## config.mk

```make
export PLATFORM = sky130hd
export DESIGN_NAME = aai_prog_seq
export DESIGN_NICKNAME = d
export VERILOG_FILES = /design/src/rtl/aai_pkg.sv /design/src/rtl/aai_sck_divider.sv /design/src/rtl/aai_bit_shifter.sv /design/src/rtl/aai_prog_seq.sv
export SDC_FILE = /design/constraint.sdc
export NUM_CORES = 1
export LEC_CHECK = 0
export BUFFER_PORTS_ARGS = -buffer_cell sky130_fd_sc_hd__buf_4
export CAP_MARGIN = 20
export CORE_MARGIN = 1
export CORE_UTILIZATION = 60
export CTS_BUF_LIST = sky130_fd_sc_hd__clkbuf_16
export CTS_CLUSTER_SIZE = 25
export DETAILED_ROUTE_END_ITERATION = 7
export GPL_ROUTABILITY_DRIVEN = 0
export PLACE_DENSITY = 0.85
export RECOVER_POWER = 25
export SLEW_MARGIN = 10
export SYNTH_ARGS = -nofsm -noshare
export SYNTH_HDL_FRONTEND = slang
export SYNTH_SLANG_ARGS = --single-unit
```

## constraint.sdc

```tcl
create_clock -name clk -period 3.35 [get_ports clk]
set_input_delay 0.335 -clock clk [delete_from_list [all_inputs] [get_ports clk]]
set_output_delay 0.335 -clock clk [all_outputs]
set_load 0.1 [all_outputs]
```

## src/rtl/aai_pkg.sv

```systemverilog
package aai_pkg;
    typedef enum logic [1:0] {
        ST_IDLE  = 2'b00,
        ST_SHIFT = 2'b01,
        ST_READY = 2'b10,
        ST_TURN  = 2'b11
    } aai_state_e;

    localparam logic [7:0] AAI_OPCODE = 8'hAF;
endpackage

```

## src/rtl/aai_sck_divider.sv

```systemverilog
module aai_sck_divider #(
    parameter int DIV_W = 8
) (
    input  logic             clk,
    input  logic             rst_n,
    input  logic             run,
    input  logic [DIV_W-1:0] div,
    output logic             tick
);
    logic [DIV_W-1:0] cnt_d, cnt_q;

    always_comb begin
        tick  = run && (cnt_q == div);
        cnt_d = (!run || tick) ? '0 : cnt_q + 1'b1;
    end

    always_ff @(posedge clk or negedge rst_n) begin
        if (!rst_n) cnt_q <= '0;
        else        cnt_q <= cnt_d;
    end


    idle_count_chk: assert property (@(posedge clk) disable iff (!rst_n)
        !run |=> (cnt_q == '0));
endmodule

```

## src/rtl/aai_bit_shifter.sv

```systemverilog
module aai_bit_shifter #(
    parameter int FRAME_W = 40,
    parameter int CNT_W   = 6
) (
    input  logic               clk,
    input  logic               rst_n,
    input  logic               load,
    input  logic [FRAME_W-1:0] load_frame,
    input  logic [CNT_W-1:0]   load_bits,
    input  logic               tick,
    output logic               active,
    output logic               sck,
    output logic               mosi,
    output logic               done
);
    typedef struct packed {
        logic [FRAME_W-1:0] sr;
        logic [CNT_W-1:0]   left;
        logic               sck;
        logic               active;
    } sh_t;

    sh_t sh_d, sh_q;

    always_comb begin
        sh_d = sh_q;
        done = 1'b0;
        if (load) begin
            sh_d.sr     = load_frame;
            sh_d.left   = load_bits;
            sh_d.sck    = 1'b0;
            sh_d.active = 1'b1;
        end else if (sh_q.active && tick) begin
            if (!sh_q.sck) begin
                sh_d.sck = 1'b1;
            end else begin
                sh_d.sck  = 1'b0;
                sh_d.sr   = {sh_q.sr[FRAME_W-2:0], 1'b0};
                sh_d.left = sh_q.left - 1'b1;
                if (sh_q.left == CNT_W'(1)) begin
                    sh_d.active = 1'b0;
                    done        = 1'b1;
                end
            end
        end
    end

    always_ff @(posedge clk or negedge rst_n) begin
        if (!rst_n) sh_q <= '0;
        else        sh_q <= sh_d;
    end

    assign active = sh_q.active;
    assign sck    = sh_q.sck;
    assign mosi   = sh_q.sr[FRAME_W-1];


    sck_hold_chk: assert property (@(posedge clk) disable iff (!rst_n)
        (!tick && !load) |=> $stable(sck));


    mosi_rise_stable_chk: assert property (@(posedge clk) disable iff (!rst_n)
        (active && !load && $rose(sck)) |-> $stable(mosi));
endmodule

```

## src/rtl/aai_prog_seq.sv

```systemverilog
module aai_prog_seq
    import aai_pkg::*;
#(
    parameter int ADDR_W = 24,
    parameter int DATA_W = 8,
    parameter int DIV_W  = 8
) (
    input  logic              clk,
    input  logic              rst_n,
    input  logic              aai_en,
    input  logic              dummy_en,
    input  logic              wait_en_a,
    input  logic              wait_en_b,
    input  logic              seq_reset,
    input  logic              other_cmd,
    input  logic              wr_req,
    input  logic [ADDR_W-1:0] wr_addr,
    input  logic [DATA_W-1:0] wr_data,
    input  logic [DIV_W-1:0]  clk_div,
    output logic              wr_reject,
    output logic              busy,
    output logic [1:0]        host_status,
    output logic              next_is_first,
    output logic              spi_cs_n,
    output logic              spi_sck,
    output logic              spi_mosi
);
    localparam int OP_W     = $bits(AAI_OPCODE);
    localparam int FRAME_W  = OP_W + ADDR_W + DATA_W;
    localparam int SHORT_W  = OP_W + DATA_W;
    localparam int CNT_W    = $clog2(FRAME_W + 1);

    typedef struct packed {
        aai_state_e state;
        logic       first;
        logic       reject;
    } ctl_t;

    ctl_t ctl_d, ctl_q;

    logic               accept, back_to_first;
    logic               tick, sh_active, sh_done;
    logic [FRAME_W-1:0] frame;
    logic [CNT_W-1:0]   frame_bits;

    always_comb begin
        accept = (ctl_q.state == ST_IDLE) && wr_req && aai_en && !dummy_en
                 && wait_en_a && wait_en_b;
        back_to_first = !aai_en || seq_reset || other_cmd;

        if (ctl_q.first) begin
            frame      = {AAI_OPCODE, wr_addr, wr_data};
            frame_bits = CNT_W'(FRAME_W);
        end else begin
            frame      = {AAI_OPCODE, wr_data, {ADDR_W{1'b0}}};
            frame_bits = CNT_W'(SHORT_W);
        end

        ctl_d        = ctl_q;
        ctl_d.reject = wr_req && (ctl_q.state != ST_IDLE);
        unique case (ctl_q.state)
            ST_IDLE: if (accept) begin
                ctl_d.state = ST_SHIFT;
                ctl_d.first = 1'b0;
            end
            ST_SHIFT: if (sh_done) ctl_d.state = ST_READY;
            ST_READY: ctl_d.state = ST_TURN;
            default:  ctl_d.state = ST_IDLE;
        endcase
        if (back_to_first) ctl_d.first = 1'b1;
    end

    always_ff @(posedge clk or negedge rst_n) begin
        if (!rst_n) begin
            ctl_q.state  <= ST_IDLE;
            ctl_q.first  <= 1'b1;
            ctl_q.reject <= 1'b0;
        end else begin
            ctl_q <= ctl_d;
        end
    end

    aai_sck_divider #(.DIV_W(DIV_W)) u_div (
        .clk   (clk),
        .rst_n (rst_n),
        .run   (sh_active),
        .div   (clk_div),
        .tick  (tick)
    );

    aai_bit_shifter #(.FRAME_W(FRAME_W), .CNT_W(CNT_W)) u_shift (
        .clk        (clk),
        .rst_n      (rst_n),
        .load       (accept),
        .load_frame (frame),
        .load_bits  (frame_bits),
        .tick       (tick),
        .active     (sh_active),
        .sck        (spi_sck),
        .mosi       (spi_mosi),
        .done       (sh_done)
    );

    assign host_status   = ctl_q.state;
    assign busy          = (ctl_q.state != ST_IDLE);
    assign next_is_first = ctl_q.first;
    assign wr_reject     = ctl_q.reject;
    assign spi_cs_n      = (ctl_q.state != ST_SHIFT);


    cs_sck_idle_chk: assert property (@(posedge clk) disable iff (!rst_n)
        spi_cs_n |-> !spi_sck);


    shifter_cs_match_chk: assert property (@(posedge clk) disable iff (!rst_n)
        sh_active |-> !spi_cs_n);


    ready_then_turn_chk: assert property (@(posedge clk) disable iff (!rst_n)
        (host_status == 2'b10) |=> (host_status == 2'b11));


    turn_then_idle_chk: assert property (@(posedge clk) disable iff (!rst_n)
        (host_status == 2'b11) |=> (host_status == 2'b00));


    reject_flag_chk: assert property (@(posedge clk) disable iff (!rst_n)
        (wr_req && busy) |=> wr_reject);


    other_cmd_first_chk: assert property (@(posedge clk) disable iff (!rst_n)
        other_cmd |=> next_is_first);


    blocked_write_chk: assert property (@(posedge clk) disable iff (!rst_n)
        (!busy && wr_req && dummy_en) |=> !busy);
endmodule

```

==> results.md, run 1 <==
- DIE HEIGHT: 73.3 um
- Setup crit start: host_status[0]$_DFFE_PN0P_
- DRC Markers: 0
- CTS Buf Count: 9
- Min-delay worst type: in2reg
- DR pass1 iterations: 5
- Synthesized flop and latch total: 60
- Sequential Power Share: 45.6%
- MaxCap Viol Count: 0
- Final setup violation count: 0
- Via Count: 2,627
- Netlist Area Pre-Place: 3050 um2
- Relative slew slack: 3.71%
- Fin nets: 448
- Async set-or-reset flop fraction in the synthesized netlist: 100%
- Yosys top cell area share: 48.4%
- Commonest register cell after synthesis: dfrtp_1
- Leading area contributor after synthesis: dfrtp_1
- Initial Util: 63.3%
- CP startpoint kind: flop
- Peak supply drop: 0.377 mV
- Clock group share of total power: 49.5%
- Crit path DAT: 2.70 ns
- Die Span X: 73.3 um
- N_diodes: 0
- Starting DRT DRC Count: 191
- Met2 usage: 46.0%
- Setup TNS: 0 ns
- Net count after synthesis: 399
- Status: finished clean
- EDFF count, synth: 0
- Lkg Pwr: 1.73 nW
- Critical path required time: 3.53 ns
- Core area: 4820 um2
- First-pass GRT wire length: 11,400 um
- Top-count cell post-synth: nand2_1
- Rows: 25
- Synth warn: 0
- Reg-to-reg slack, setup: 0.82 ns
- Overflow after GRT: 0
- Commonest cells in the netlist: nand2_1 (88), dfrtp_1 (59), a31oi_1 (32), a21oi_1 (28), clkbuf_1 (19)
- Fmax: 396 MHz
- GR peak layer: met2
- GR Util met3: 7.13%
- Worst Path Max Fanout: 43
- RSZ-0062 raised after global routing: false
- Synth area leaders: dfrtp_1 (48%), nand2_1 (11%), a31oi_1 (6.6%)
- P&R area growth vs syn: 23.4%
- Reg2Reg Launch Point: host_status[0]$_DFFE_PN0P_
- Sequential share of the synthesized area: 49.3%
- Internal Pwr Total: 1.26 mW
- Clock sink count: 60
- Switching share of power: 21.2%
- ANT nets after route: 0
- Clock Tree Buf Depth: 2
- WS Path Type: reg2reg
- Post-CTS Resized: 0
- Hold Crit Start: aai_en
- Net Switching: 0.338 mW
- # H-tree levels: 3
- Top Ports: 57
- Clock Pin Slew Worst Setup and Hold Paths: 0.05 ns
- Power per cell area: 424 nW/um2
- Vias in the first global route: 2,512
- Synth Area per Inst: 8.89 um2
- Detailed placer's ending HPWL: 4420 um
- Part of the power in combinational logic: 4.9%
- Die ar.: 5370 um2
- Initial antenna violation count: 0
- Total Power: 1.59 mW
- GRT Util Overall: 27.9%
- GR Util met1: 36.4%
- Worst-Margin Slew: 1.44 ns
- CP endpoint kind: flop
- PortBufs: 56
- CTS tree: built
- Tmin final: 2.53 ns
- Largest net degree at the start of global routing: 61
- Clock Root Buffer: clkbuf_16
- Clk_skew: 0.00636 ns
- Final WL: 6700 um
- Post-CTS Setup Bufs: 0
- Worst-skew pair later-pin latency: 0.32 ns
- Final Hold Viols: 0
- Vias/cell: 5.67
- Slew Limit Fails: 0
- Cell count after synthesis: 343
- Final Cycle Share: 75.4%
- Hold_ws: 0.172 ns
- Layout cells sized above 1: 21.0%
- Hold buffers post-CTS: 0
- Drt wl/cell: 14.5 um
- Distinct cells, synth: 34
-- power by group through the flow --
stage               Clock (mW)  Sequential [mW]  Combinational, mW
detailed placement           0            0.739             0.0804
finish                   0.789            0.727             0.0788
floorplan                    0            0.744             0.0121
global placement             0            0.739             0.0803
global route             0.832            0.726             0.0862
CTS                      0.796            0.727             0.0810
-- routing by layer --
metal  vias up  routed length, um
met2        82               3380
met4         0                 73
met1      1254               2860
li1       1283                  -
met5         -                  0
met3         8                383
-- path summary, 6_finish.rpt --
| check | end | cells after the start |
|---|---|---|
| hold / removal | next_is_first$_DFFE_PN1P_ | 2 |
| min in group asynchronous | u_div.cnt_q[7]$_DFF_PN0_ | 1 |
| hold reg to reg | u_shift.sh_q[41]$_DFFE_PN0P_ | 2 |
| setup / recovery | u_shift.sh_q[37]$_DFFE_PN0P_ | 7 |
| setup reg to reg | u_shift.sh_q[37]$_DFFE_PN0P_ | 7 |
| max in group asynchronous | u_shift.sh_q[43]$_DFFE_PN0P_ | 1 |
-- per-stage QoR --
| stage | setup WS, ns | std cells | cell area (um2) | utilization [%] |
|---|---|---|---|---|
| after floorplan | 0.409 | 343 | 3050 | - |
| after global placement | 0.976 | 448 | 3510 | 72.8 |
| after detailed placement | 0.850 | 448 | 3510 | 72.8 |
| final | 0.825 | 463 | 3760 | 78.1 |
| after global routing | 0.612 | 463 | 3760 | 78.1 |
| after CTS | 0.835 | 463 | 3770 | 78.2 |
-- flip-flops by register name (all words and copies together), names as in the netlist --
register	cells
host_status	2
next_is_first	1
u_div.cnt_q	8
u_shift.active	1
u_shift.mosi	1
u_shift.sck	1
u_shift.sh_q	45
wr_reject	1
-- cell usage in the layout (no fill, tap or decap), types with 11 or more instances in the layout --
cell type	n
nand2_1	88
dfrtp_1	59
buf_4	59
a31oi_1	32
a21oi_1	28
nand3_1	14
nor2_1	14
nor2b_1	11
-- cells by family (layout without fill, tap and decap cells) --
family	Yosys count	count (layout)	share of synthesized area, %
DFF	60	60	49.3
AOI/OAI and AO/OA	78	78	15.2
xor gates and xnor gates	18	18	6.15
muxes	1	1	0.369
and+or+nand+nor	148	148	22.2
adders and majority gates	7	7	2.87
buffers and inverters	31	84	3.90
-- layout make-up --
cell class                      count  area (um2)
Clock buffer                        9         225
Clock inverter                      6        32.5
Fill cell                         346        1050
Inverter                            9        33.8
Multi-Input combinational cell    252        1440
Sequential cell                    60        1500
Tap cell                           67        83.8
Timing Repair Buffer               60         448
-- worst max-delay path, cell delays in order, from the launching register on --
cell	delay [ns]
dfrtp_1	0.43
inv_1	0.11
ha_1	0.22
nand4_1	0.14
or3b_2	0.75
buf_4	0.37
a211oi_1	0.29
a31oi_1	0.06
No activity file was read; power rests on OpenSTA's default activity.
==> run 2: changes to the inputs <==
CORE_UTILIZATION = 55   (was 60)
PLACE_DENSITY = 0.79   (was 0.85)
clock period = 2.6 ns   (was 3.35 ns; I/O delays follow)
==> run 2 against run 1 <==
  * Utilization is 4.3 points lower
  * Worst hold slack worse by 0.063 ns
  * Sequential power is 29% higher
  * Routed wire length is 4.6% higher
  * Non-clock buffer count is 6 higher
  * First-iteration DRC count is 25% lower
  * Final cell count is 1.9% higher
  * Design area is 2.7% higher
  * Total power is 41% higher
  * Highest routed layer unchanged
==> results.md, run 2 (synthesis gave the netlist of run 1 again) <==
- Tmin final: 2.26 ns
- Vias/cell: 5.65
- Fmax: 443 MHz
- Worst-Margin Slew: 1.48 ns
- Lkg Pwr: 1.77 nW
- Worst-path cell chain: inv_1 > ha_1 > nand4_1 > or3b_2 > buf_4 > a211oi_1 > a31oi_1
- CP startpoint kind: flop
- N_diodes: 0
- Status: finished clean
- Die ar.: 5850 um2
- Total Power: 2.25 mW
- P&R area growth vs syn: 26.7%
- CTS tree: built
- # H-tree levels: 3
- Relative slew slack: 1.43%
- GRT Util Overall: 27.0%
- Most used cells in the layout excluding fill and tap cells: nand2_1 (88), buf_4 (65), dfrtp_1 (57), a31oi_1 (32), a21oi_1 (28)
- Detailed placer's ending HPWL: 4520 um
- Clock Pin Slew Worst Setup and Hold Paths: 0.05 ns
- Post-CTS Setup Bufs: 0
- WS Path Type: reg2reg
- Clk_skew: 0.00442 ns
- Critical-path top delay cell: or3b_2
- Slew Limit Fails: 0
- Vias in the first global route: 2,712
- CP endpoint kind: flop
- Final Hold Viols: 0
- ANT nets after route: 0
- Worst path max stage delay: 0.48 ns
- Clock sink count: 60
- Die Span X: 76.5 um
- Commonest non-fill, non-tap cell in the layout: nand2_1
- Fin nets: 454
- Overflow after GRT: 0
- Top Ports: 57
- Rows: 26
- First-pass GRT wire length: 12,400 um
- Largest net degree at the start of global routing: 61
- Crit path DAT: 2.43 ns
- Setup TNS: 0 ns
- Largest delay contributor family on the critical path: simple AND/OR/NAND/NOR gates
- Final setup violation count: 0
- Reg with most FFs: u_shift.sh_q
- Clock Root Buffer: clkbuf_16
- DRC Markers: 0
- Power per cell area: 583 nW/um2
- DR pass1 iterations: 4
- Starting DRT DRC Count: 144
- Clock Tree Buf Depth: 2
- Peak supply drop: 0.404 mV
- Initial antenna violation count: 0
- Initial Util: 58.2%
- Core area: 5240 um2
- Hold buffers post-CTS: 0
- Drt wl/cell: 14.8 um
- PortBufs: 56
- CP Buf/Inv Count: 2
- Layout cells sized above 1: 23.1%
- Via Count: 2,666
- RSZ-0062 raised after global routing: false
- DIE HEIGHT: 76.5 um
- Critical path required time: 2.78 ns
- MaxCap Viol Count: 0
- Final WL: 7000 um
- Min-delay worst type: in2reg
- Worst-skew pair later-pin latency: 0.32 ns
- Worst Path Max Fanout: 43
- Max reg flops: 45
- CTS Buf Count: 9
- Post-CTS Resized: 0
- Final Cycle Share: 86.8%
[run 2: power by group]
group / internal [mW] / switching, mW / total, mW
clock network: 0.824 / 0.390 / 1.21
registers: 0.936 / 0.000217 / 0.937
logic: 0.0553 / 0.0470 / 0.102
total: 1.82 / 0.437 / 2.25
[run 2: area by class of cell]
class	instances	area, um2
clock buffers	9	225
clock inverters	6	80.1
fillers	400	1370
inverters	9	37.5
multi-input cells	252	1440
flip-flops and latches	60	1510
well taps	70	87.6
repair buffers	66	493
[run 2: path summary, 6_finish.rpt]
kind	start	to	slack, ns	cells past startpoint
min	aai_en	next_is_first$_DFFE_PN1P_	0.11	2
max reg2reg	host_status[0]$_DFFE_PN0P_	u_shift.sh_q[34]$_DFFE_PN0P_	0.34	7
min reg2reg	u_shift.sh_q[40]$_DFFE_PN0P_	u_shift.sh_q[40]$_DFFE_PN0P_	0.49	2
min in group asynchronous	rst_n	u_div.cnt_q[6]$_DFF_PN0_	0.30	1
max	host_status[0]$_DFFE_PN0P_	u_shift.sh_q[34]$_DFFE_PN0P_	0.34	7
max in group asynchronous	rst_n	host_status[0]$_DFFE_PN0P_	1.32	1
[run 2: layer usage]
layer	GRT usage, %	vias to the layer above	share of wire [%]
met1	35.3	1287	45
met4	9.42	0	1.4
met5	0	-	0
li1	-	1289	-
met2	45.0	77	50
met3	5.03	13	4.2
[run 2: per-stage QoR]
stage	setup WS (ns)	std cells	hold slack [ns]	instance area, um2	util [%]
after global placement	0.482	457	0.384	3560	68.0
after global routing	0.161	472	0.124	3870	73.8
after floorplan	0.223	343	-0.0356	3060	-
after detailed placement	0.381	457	0.377	3560	68.0
final	0.343	472	0.109	3870	73.8
after CTS	0.340	472	0.0389	3870	73.9
[run 2: worst register-to-register path: stages (launching register included)]
cell	delay, ns
dfrtp_2	0.43
inv_1	0.10
ha_1	0.29
nand4_1	0.14
or3b_2	0.48
buf_4	0.28
a211oi_1	0.31
a31oi_1	0.08
